===== src/rtl/sdm3_pkg.sv =====
package sdm3_pkg;
  localparam int IN_W    = 16;  // control word width
  localparam int IN_F    = 15;  // fractional bits of control word and states
  localparam int ACC_W   = 32;  // accumulator width, two's complement
  localparam int KEEP_F  = 6;   // fractional bits kept at the quantizer adder
  localparam int GUARD   = 4;   // sign guard bits checked on each state
  localparam int ORDER   = 3;
  localparam int COEF_SH = 6;
  // NTF poles at 0.75 (triple): weights 36/64, 11/64, 1/64
  localparam int COEF_NUM [ORDER] = '{36, 11, 1};
endpackage


===== src/rtl/sdm3_clamp.sv =====
module sdm3_clamp #(
  parameter int IN_W = 16,
  parameter int IN_F = 15
) (
  input  logic [IN_W-1:0] din_i,
  output logic [IN_W-1:0] dout_o
);
  localparam logic [IN_W-1:0] LIM_LO = IN_W'(1) << (IN_F - 1);
  localparam logic [IN_W-1:0] LIM_HI = IN_W'(3) << (IN_F - 1);

  always_comb begin
    if (din_i < LIM_LO)      dout_o = LIM_LO;
    else if (din_i > LIM_HI) dout_o = LIM_HI;
    else                     dout_o = din_i;
  end
endmodule


===== src/rtl/sdm3_integ.sv =====
module sdm3_integ #(
  parameter int ACC_W = 32,
  parameter int GUARD = 4
) (
  input  logic                    clk_i,
  input  logic                    rst_ni,
  input  logic signed [ACC_W-1:0] add_i,
  input  logic signed [ACC_W-1:0] sub_i,
  output logic signed [ACC_W-1:0] state_o
);
  logic signed [ACC_W-1:0] state_q;

  // delaying accumulator: output is last cycle's sum
  always_ff @(posedge clk_i or negedge rst_ni) begin
    if (!rst_ni) state_q <= '0;
    else         state_q <= state_q + add_i - sub_i;
  end

  assign state_o = state_q;

  // sign guard bits intact
  p_no_overflow_r7: assert property (@(posedge clk_i) disable iff (!rst_ni)
    ($countones(state_q[ACC_W-1 -: GUARD+1]) == 0) ||
    ($countones(state_q[ACC_W-1 -: GUARD+1]) == GUARD + 1));
endmodule


===== src/rtl/sdm3_quant.sv =====
module sdm3_quant import sdm3_pkg::*; #(
  parameter int ACC_W  = 32,
  parameter int IN_F   = 15,
  parameter int KEEP_F = 6
) (
  input  logic signed [ACC_W-1:0] st_i [ORDER],
  output logic [1:0]              lvl_o
);
  localparam int DROP  = IN_F - KEEP_F;
  localparam int TR_W  = ACC_W - DROP;
  localparam int SUM_W = TR_W + COEF_SH + 2;
  localparam logic signed [SUM_W-1:0] TH_LO = SUM_W'(1) <<< (KEEP_F + COEF_SH - 1);
  localparam logic signed [SUM_W-1:0] TH_HI = SUM_W'(3) <<< (KEEP_F + COEF_SH - 1);

  logic signed [SUM_W-1:0] term [ORDER];
  logic signed [SUM_W-1:0] sum_c;

  for (genvar i = 0; i < ORDER; i++) begin : g_term
    logic signed [TR_W-1:0] tr;
    logic                   unused_lo;
    assign tr        = st_i[i][ACC_W-1:DROP];  // truncated operand
    assign unused_lo = ^st_i[i][DROP-1:0];
    assign term[i]   = SUM_W'(tr) * SUM_W'(COEF_NUM[i]);
  end

  always_comb begin
    sum_c = '0;
    for (int i = 0; i < ORDER; i++) sum_c = sum_c + term[i];
  end

  always_comb begin
    if (sum_c < TH_LO)      lvl_o = 2'd0;
    else if (sum_c < TH_HI) lvl_o = 2'd1;
    else                    lvl_o = 2'd2;
  end
endmodule


===== src/rtl/sdm3_modulator.sv =====
module sdm3_modulator import sdm3_pkg::*; #(
  parameter int IN_W   = sdm3_pkg::IN_W,
  parameter int IN_F   = sdm3_pkg::IN_F,
  parameter int ACC_W  = sdm3_pkg::ACC_W,
  parameter int KEEP_F = sdm3_pkg::KEEP_F
) (
  input  logic            clk_i,
  input  logic            rst_ni,
  input  logic [IN_W-1:0] frac_i,
  output logic [1:0]      lvl_o,
  output logic            valid_o
);
  localparam logic signed [ACC_W-1:0] STEP_MAX = ACC_W'(3) <<< (IN_F - 1);

  logic [IN_W-1:0]         frac_c;
  logic signed [ACC_W-1:0] st    [ORDER];
  logic signed [ACC_W-1:0] add_s [ORDER];
  logic signed [ACC_W-1:0] fb_s;
  logic [1:0]              lvl_c;

  sdm3_clamp #(.IN_W(IN_W), .IN_F(IN_F)) u_clamp (
    .din_i (frac_i),
    .dout_o(frac_c)
  );

  assign fb_s = ACC_W'(lvl_c) << IN_F;

  for (genvar i = 0; i < ORDER; i++) begin : g_stage
    if (i == 0) begin : g_head
      assign add_s[i] = ACC_W'(frac_c);
    end else begin : g_chain
      assign add_s[i] = st[i-1];
    end
    sdm3_integ #(.ACC_W(ACC_W), .GUARD(GUARD)) u_integ (
      .clk_i  (clk_i),
      .rst_ni (rst_ni),
      .add_i  (add_s[i]),
      .sub_i  (fb_s),
      .state_o(st[i])
    );
  end

  sdm3_quant #(.ACC_W(ACC_W), .IN_F(IN_F), .KEEP_F(KEEP_F)) u_quant (
    .st_i (st),
    .lvl_o(lvl_c)
  );

  always_ff @(posedge clk_i or negedge rst_ni) begin
    if (!rst_ni) begin
      lvl_o   <= 2'd0;
      valid_o <= 1'b0;
    end else begin
      lvl_o   <= lvl_c;
      valid_o <= 1'b1;
    end
  end

  // valid stays high outside reset
  p_valid_sticky_r5: assert property (@(posedge clk_i) disable iff (!rst_ni)
    valid_o |=> valid_o);

  // zero states give level 0 first
  p_first_level_r6: assert property (@(posedge clk_i) disable iff (!rst_ni)
    $rose(valid_o) |-> (lvl_o == 2'd0));

  // first accumulator moves by clamped input minus feedback, never beyond 1.5
  p_acc_step_r3: assert property (@(posedge clk_i) disable iff (!rst_ni)
    ((st[0] - $past(st[0])) <= STEP_MAX) && ((st[0] - $past(st[0])) >= -STEP_MAX));
endmodule


===== config.mk =====
export PLATFORM = sky130hd
export DESIGN_NAME = sdm3_modulator
export DESIGN_NICKNAME = d
export VERILOG_FILES = /design/src/rtl/sdm3_pkg.sv /design/src/rtl/sdm3_clamp.sv /design/src/rtl/sdm3_integ.sv /design/src/rtl/sdm3_quant.sv /design/src/rtl/sdm3_modulator.sv
export SDC_FILE = /design/constraint.sdc
export NUM_CORES = 1
export LEC_CHECK = 0
export BUFFER_PORTS_ARGS = -buffer_cell sky130_fd_sc_hd__buf_2
export CAP_MARGIN = 0
export CORE_ASPECT_RATIO = 1.5
export CORE_MARGIN = 4
export CORE_UTILIZATION = 40
export CTS_CLUSTER_DIAMETER = 60
export CTS_CLUSTER_SIZE = 14
export DETAILED_ROUTE_END_ITERATION = 16
export GPL_ROUTABILITY_DRIVEN = 0
export GPL_TIMING_DRIVEN = 0
export MAX_ROUTING_LAYER = met4
export PLACE_DENSITY = 0.66
export SYNTH_ARGS = -nofsm -noshare
export SYNTH_HDL_FRONTEND = slang
export SYNTH_SLANG_ARGS = --single-unit

===== constraint.sdc =====
create_clock -name clk_i -period 12.65 [get_ports clk_i]
set_clock_uncertainty 0.15 [all_clocks]
set_input_delay 3.795 -clock clk_i [delete_from_list [all_inputs] [get_ports clk_i]]
set_output_delay 3.795 -clock clk_i [all_outputs]
set_load 0.01 [all_outputs]

* After elaboration in Yosys (flattened, before gate mapping)
Cells that the tools add are included.
** Storage, ports and cells
- Input bits :: 18
- Memory bits (read-only) :: 0
- Memory bits (writable) :: 0
- Register bits :: 99
- Bits in latches :: 0
- Memories kept :: 0
- Output and inout bits :: 3
- Word-level logic and storage cells :: 23
** Operators by class
- Divide/modulo/power cells :: 0
- $lt $le $gt $ge :: 4
- Mux-type cells :: 4
- Equal/unequal tests :: 0
- $mul :: 2
- Reduce and logical (&&, ||, !) cells :: 0
- Shift-type cells :: 0
- Bitwise logic cells :: 0
- Add/sub/neg operators :: 8
** Operators with widths (count)
- subtractor 32 x 18 -> 32 bit :: 3
- adder 32 bit :: 2
- multiplier 23 x 5 -> 28 bit (second input constant) :: 2
- adder 32 x 17 -> 32 bit :: 1
- two-way mux 16 bit :: 2
- adder 31 x 23 -> 31 bit :: 1
- adder 31 bit :: 1
- less-than comparator 31 x 13 -> 1 bit (second input constant) :: 1
- less-than comparator 31 x 14 -> 1 bit (second input constant) :: 1
- > comparator 16 bit (second input constant) :: 1
- less-than comparator 16 x 15 -> 1 bit (second input constant) :: 1
- two-way mux 2 bit :: 2

* Depth between registers and ports, before layout
- Depth in word-level cells :: 7
- Depth in mapped cells :: 42
- Gate-level depth less buffers :: 41

* Modules after synthesis
From an unflattened synthesis, not the netlist that was laid out.
** Unflattened totals
- Cell total of the unflattened synthesis :: 1896
- Area, all modules :: 16045.4 um^2
** Modules (own cells, without submodules)
- sdm3_quant :: instances 1, area each 5241.3 um^2, seq. area each 0.0 um^2, cells each 634
- sdm3_integ at g_stage[2].u_integ :: instances 1, area each 3555.9 um^2, seq. area each 800.8 um^2, cells each 422
- sdm3_integ at g_stage[0].u_integ :: instances 1, area each 3550.9 um^2, seq. area each 800.8 um^2, cells each 408
- sdm3_integ at g_stage[1].u_integ :: instances 1, area each 3488.3 um^2, seq. area each 800.8 um^2, cells each 409
- sdm3_clamp :: instances 1, area each 126.4 um^2, seq. area each 0.0 um^2, cells each 18
- sdm3_modulator :: instances 1, area each 82.6 um^2, seq. area each 75.1 um^2, cells each 5

* Least setup slack after synthesis
No wires, ideal clock.
- Kind :: register to register
- Start :: reg g_stage[1].u_integ.state_q[10]
- End :: reg g_stage[2].u_integ.state_q[26]
- Path buffers :: 1
- Slack :: 3888 ps
- Arrival :: 8493 ps
- Cell stages (with the launch flop) :: 39
- Period minus slack after synthesis :: 8762 ps
- Data required time :: 12381 ps
- Path through :: dfrtp_1 -> ha_1 -> fa_1 -> ha_1 -> a21o_1 -> a21oi_1 -> o211ai_1 -> a31oi_1 -> a211oi_2 -> a211oi_1 -> or4b_1 -> nand2b_1 -> a21oi_1 -> xor2_1 -> fa_1 -> inv_1 -> ha_1 -> clkbuf_1 -> [3 not listed] -> a21oi_1 -> xnor2_1 -> a2111oi_4 -> o2111ai_2 -> nor4_4 -> and3b_1 -> fa_1 -> inv_1 -> ha_1 -> a21o_1 -> a21o_1 -> a21o_1 -> a21oi_1 -> o22ai_1 -> o31ai_1 -> a2111oi_0 -> or3_1 -> and2_1
** On the way
- Longest elaborated chain between the ends :: 7
- Elaborated cells between the ends (all ways) :: 9
- Those cells by class :: 4 x add/sub; 1 x mul; 2 x order compare; 2 x mux
** RTL lines
- start: declaration :: RTL line sdm3_integ.sv:11 : logic signed [ACC_W-1:0] state_q;
- start signal: assignment :: RTL line sdm3_integ.sv:16 : else state_q <= state_q + add_i - sub_i;
- multiplier 23 x 5 -> 28 bit (*) :: RTL line sdm3_quant.sv:23 : assign term[i] = SUM_W'(tr) * SUM_W'(COEF_NUM[i]);
- adder 31 bit (*) :: RTL line sdm3_quant.sv:28 : for (int i = 0; i < ORDER; i++) sum_c = sum_c + term[i];
- adder 31 x 23 -> 31 bit (*) :: RTL line sdm3_quant.sv:28
- less-than comparator 31 x 14 -> 1 bit :: RTL line sdm3_quant.sv:33 : else if (sum_c < TH_HI) lvl_o = 2'd1;
- two-way mux 2 bit :: RTL line sdm3_quant.sv:33
- two-way mux 2 bit (*) :: RTL line sdm3_quant.sv:32 : if (sum_c < TH_LO) lvl_o = 2'd0;
- named net g_stage[0].u_integ.sub_i[15] :: RTL line sdm3_integ.sv:8 : input logic signed [ACC_W-1:0] sub_i,
- subtractor 32 x 18 -> 32 bit (*) :: RTL line sdm3_integ.sv:16
- end signal: assignment :: RTL line sdm3_integ.sv:16
- end: declaration :: RTL line sdm3_integ.sv:11
The timed path passes the listed nets; every way through them passes the cells marked *.

* Final worst setup path
- Start :: reg g_stage[1].u_integ.state_q[10]
- End :: reg g_stage[2].u_integ.state_q[28]
The elaborated chain is that of the path after synthesis.

==> impl_metrics.tcl <==
set metrics [dict create \
    status "completed" \
    final_cells 2246 \
    cpMaxStageDelayCell "a2111oi_0" \
    avgRoutedWirePerCell_um 13.8 \
    dp_cells 2230 \
    num_vias 11456 \
    area_growth_syn_to_layout_pct 7.32 \
    post_synthesis_sequential_element_count 99 \
    setup.worst_path.start "g_stage[1].u_integ.state_o[10]" \
    yosys_warn_count 0 \
    timing.critical_path.required_ns 12.75 \
    grt_overflow_total 0 \
    drc_errors 0 \
    std_cell_rows 84 \
    core_area_mm2 0.0352 \
    synth-async-reset-ratio_pct 100 \
    type_of_destination_of_the_critical_path "flip-flop" \
    die-height_um 239 \
    port-buffer-count 20 \
    worstMarginPinSlew_ns 1.17 \
    synth_nets 2095 \
    critical_path_arrival_ns 10.49 \
    finalMaxSlewViolations 0 \
    synth_ff_type "dfrtp_1" \
    timing.final.hold_violations 0 \
    layout_fillers 3505 \
    critical_path_buf_inv_count 3 \
    synth_area_leader "ha_1" \
    finish.net_count 2127 \
    fp.dieArea_mm2 0.0389 \
    global_route_wire_length_before_repair_um 51800 \
    dp_worst_setup_slack_ns 2.45 \
    leading_cell_types_by_total_area_after_synthesis "ha_1 25%, dfrtp_1 17%, inv_1 11%, fa_1 7.6%, xnor2_1 5.6%" \
    fmax_mhz 96.2 \
    postSynthCellCount 1736 \
    cts-root-to-sink-buffers 2 \
    setup_violations 0 \
    max-cap-violations 0 \
    postSynthAreaPerCell_um2 8.23 \
    post-cts-setup-buffers 0 \
    initial_utilization_pct 40.6 \
    critical_path_source_type "flip-flop" \
    grt_setup_unrepaired "no" \
    antenna_found_initial 0 \
    worstSkewPairLatency_ns 0.36 \
    finalWorstSetupSlack_ns 2.26 \
    wirelength_um 31000 \
    io_pins 21 \
    post_cts.resized_instances 0 \
    clock_sinks 99 \
    cts_tree "built" \
    worst-setup-path-type "flip-flop to flip-flop" \
    timing.hold.worst.class "flip-flop to flip-flop" \
    route.antenna.remaining_nets 0 \
    cpLargestDelayFamily "compound AO/OA/AOI/OAI gates" \
    dr.first_iter.drc_count 376 \
    layout_commonest_cell "inv_1" \
    timing.critical_path.slowest_cell_delay_ns 1.01 \
    post-synth-top-area-fraction_pct 25.1 \
    cts_hold_buffers 0 \
    grt.total_usage_pct 16.7 \
    drt-vias-per-instance 5.10 \
    clk_pin_slew_ns 0.08 \
    ys_types 78 \
    timing.slew.headroom_pct 20.1 \
    critical_path.most_common_cell "a21oi_1" \
    diodes 0 \
    drt_pre_antenna_iters 7 \
    cts_made_buffers 9 \
    tmin_final_ns 10.39 \
    die_w_um 162 \
    layout-drive-gt1-share_pct 3.61 \
    hold_ws_ns 0.324 \
    mappedNetlistArea_mm2 0.0143 \
    grt_start_max_net_pins 52 \
    timing.final.crit_share_pct 82.2 \
    hold_start "g_stage[2].u_integ.state_o[0]" \
    timing.setup.tns_ns 0 \
    synth.yosys.seq_area_share_pct 17.3 \
    synth_enable_flop_cells 0 \
    ctsHtreeMaxLevel 3 \
    dp_hpwl_um 26600 \
    final_cell_mix "402 x inv_1, 287 x ha_1, 129 x a21oi_1" \
    grt_pass1_vias 11176 \
    rr_startpoint "g_stage[1].u_integ.state_o[10]" \
    ctsRootBufferMaster "clkbuf_16" \
    critical_path.max_fanout 8 \
]
## area by class of cell
| cell class | count | area [um^2] | area share, % |
|---|---|---|---|
| well taps | 473 | 592 | 3.86 |
| clock inverters | 6 | 95.1 | 0.620 |
| plain buffers | 9 | 33.8 | 0.220 |
| inverters | 403 | 1510 | 9.87 |
| multi-input cells | 1225 | 10300 | 66.9 |
| flip-flops and latches | 99 | 2480 | 16.2 |
| clock buffers | 10 | 229 | 1.49 |
| repair buffers | 21 | 130 | 0.849 |
## logic make-up (layout without fill, tap and decap cells)
logic type | after synthesis | in the layout | synth area share [%]
AOI/OAI and AO/OA | 394 | 394 | 18.2
xor gates and xnor gates | 137 | 137 | 8.40
adders and majority gates | 341 | 341 | 32.7
buffers and inverters | 412 | 449 | 10.8
DFF | 99 | 99 | 17.3
muxes | 3 | 3 | 0.219
other | 1 | 1 | 0.0262
and+or+nand+nor | 349 | 349 | 12.3
## per-stage QoR
step | cell area (um^2) | utilization (%)
final | 15300 | 43.5
after global routing | 15300 | 43.5
after CTS | 15300 | 43.5
after detailed placement | 15000 | 42.6
after global placement | 15000 | 42.5
after floorplan | 14300 | -
## synthesized netlist by cell type, drive strengths merged, types with 13 or more instances
master,count
and2,13
nand2,73
and3,16
dfrtp,99
or3,14
o21bai,17
ha,287
nand2b,26
nor2,91
o21ai,70
a21o,59
xor2,46
nor3,28
nor2b,15
a211oi,20
nand3,32
o21a,14
fa,54
xnor2,91
inv,402
a21oi,131
a31oi,17
## sequential cells by signal, indices dropped and copies added, names as in the netlist
register,cells
g_stage.u_integ.state_o,96
lvl_o,2
valid_o,1
## worst paths after layout
| check | slack, ns | end | cells past startpoint |
|---|---|---|---|
| setup reg to reg | 2.26 | g_stage[2].u_integ.state_o[28] | 39 |
| min in group asynchronous | 3.33 | g_stage[0].u_integ.state_o[4] | 1 |
| max in group asynchronous | 8.30 | g_stage[2].u_integ.state_o[24] | 2 |
| setup / recovery | 2.26 | g_stage[2].u_integ.state_o[28] | 39 |
| hold / removal | 0.32 | g_stage[2].u_integ.state_o[0] | 1 |
| hold reg to reg | 0.32 | g_stage[2].u_integ.state_o[0] | 1 |
## per-layer routing
metal | wire length [um] | part of all wire, % | track usage [%] | vias to the layer above
met1 | 12200 | 39 | 17.4 | 5380
met2 | 16900 | 55 | 31.8 | 127
met3 | 514 | 1.7 | 1.60 | 63
met5 | 0 | 0 | - | -
li1 | - | - | - | 5886
met4 | 1370 | 4.4 | 7.16 | 0
Power is left out: the tool's default activity adds up to more than one toggle a clock period on the data nets, which glitch-free logic cannot reach.
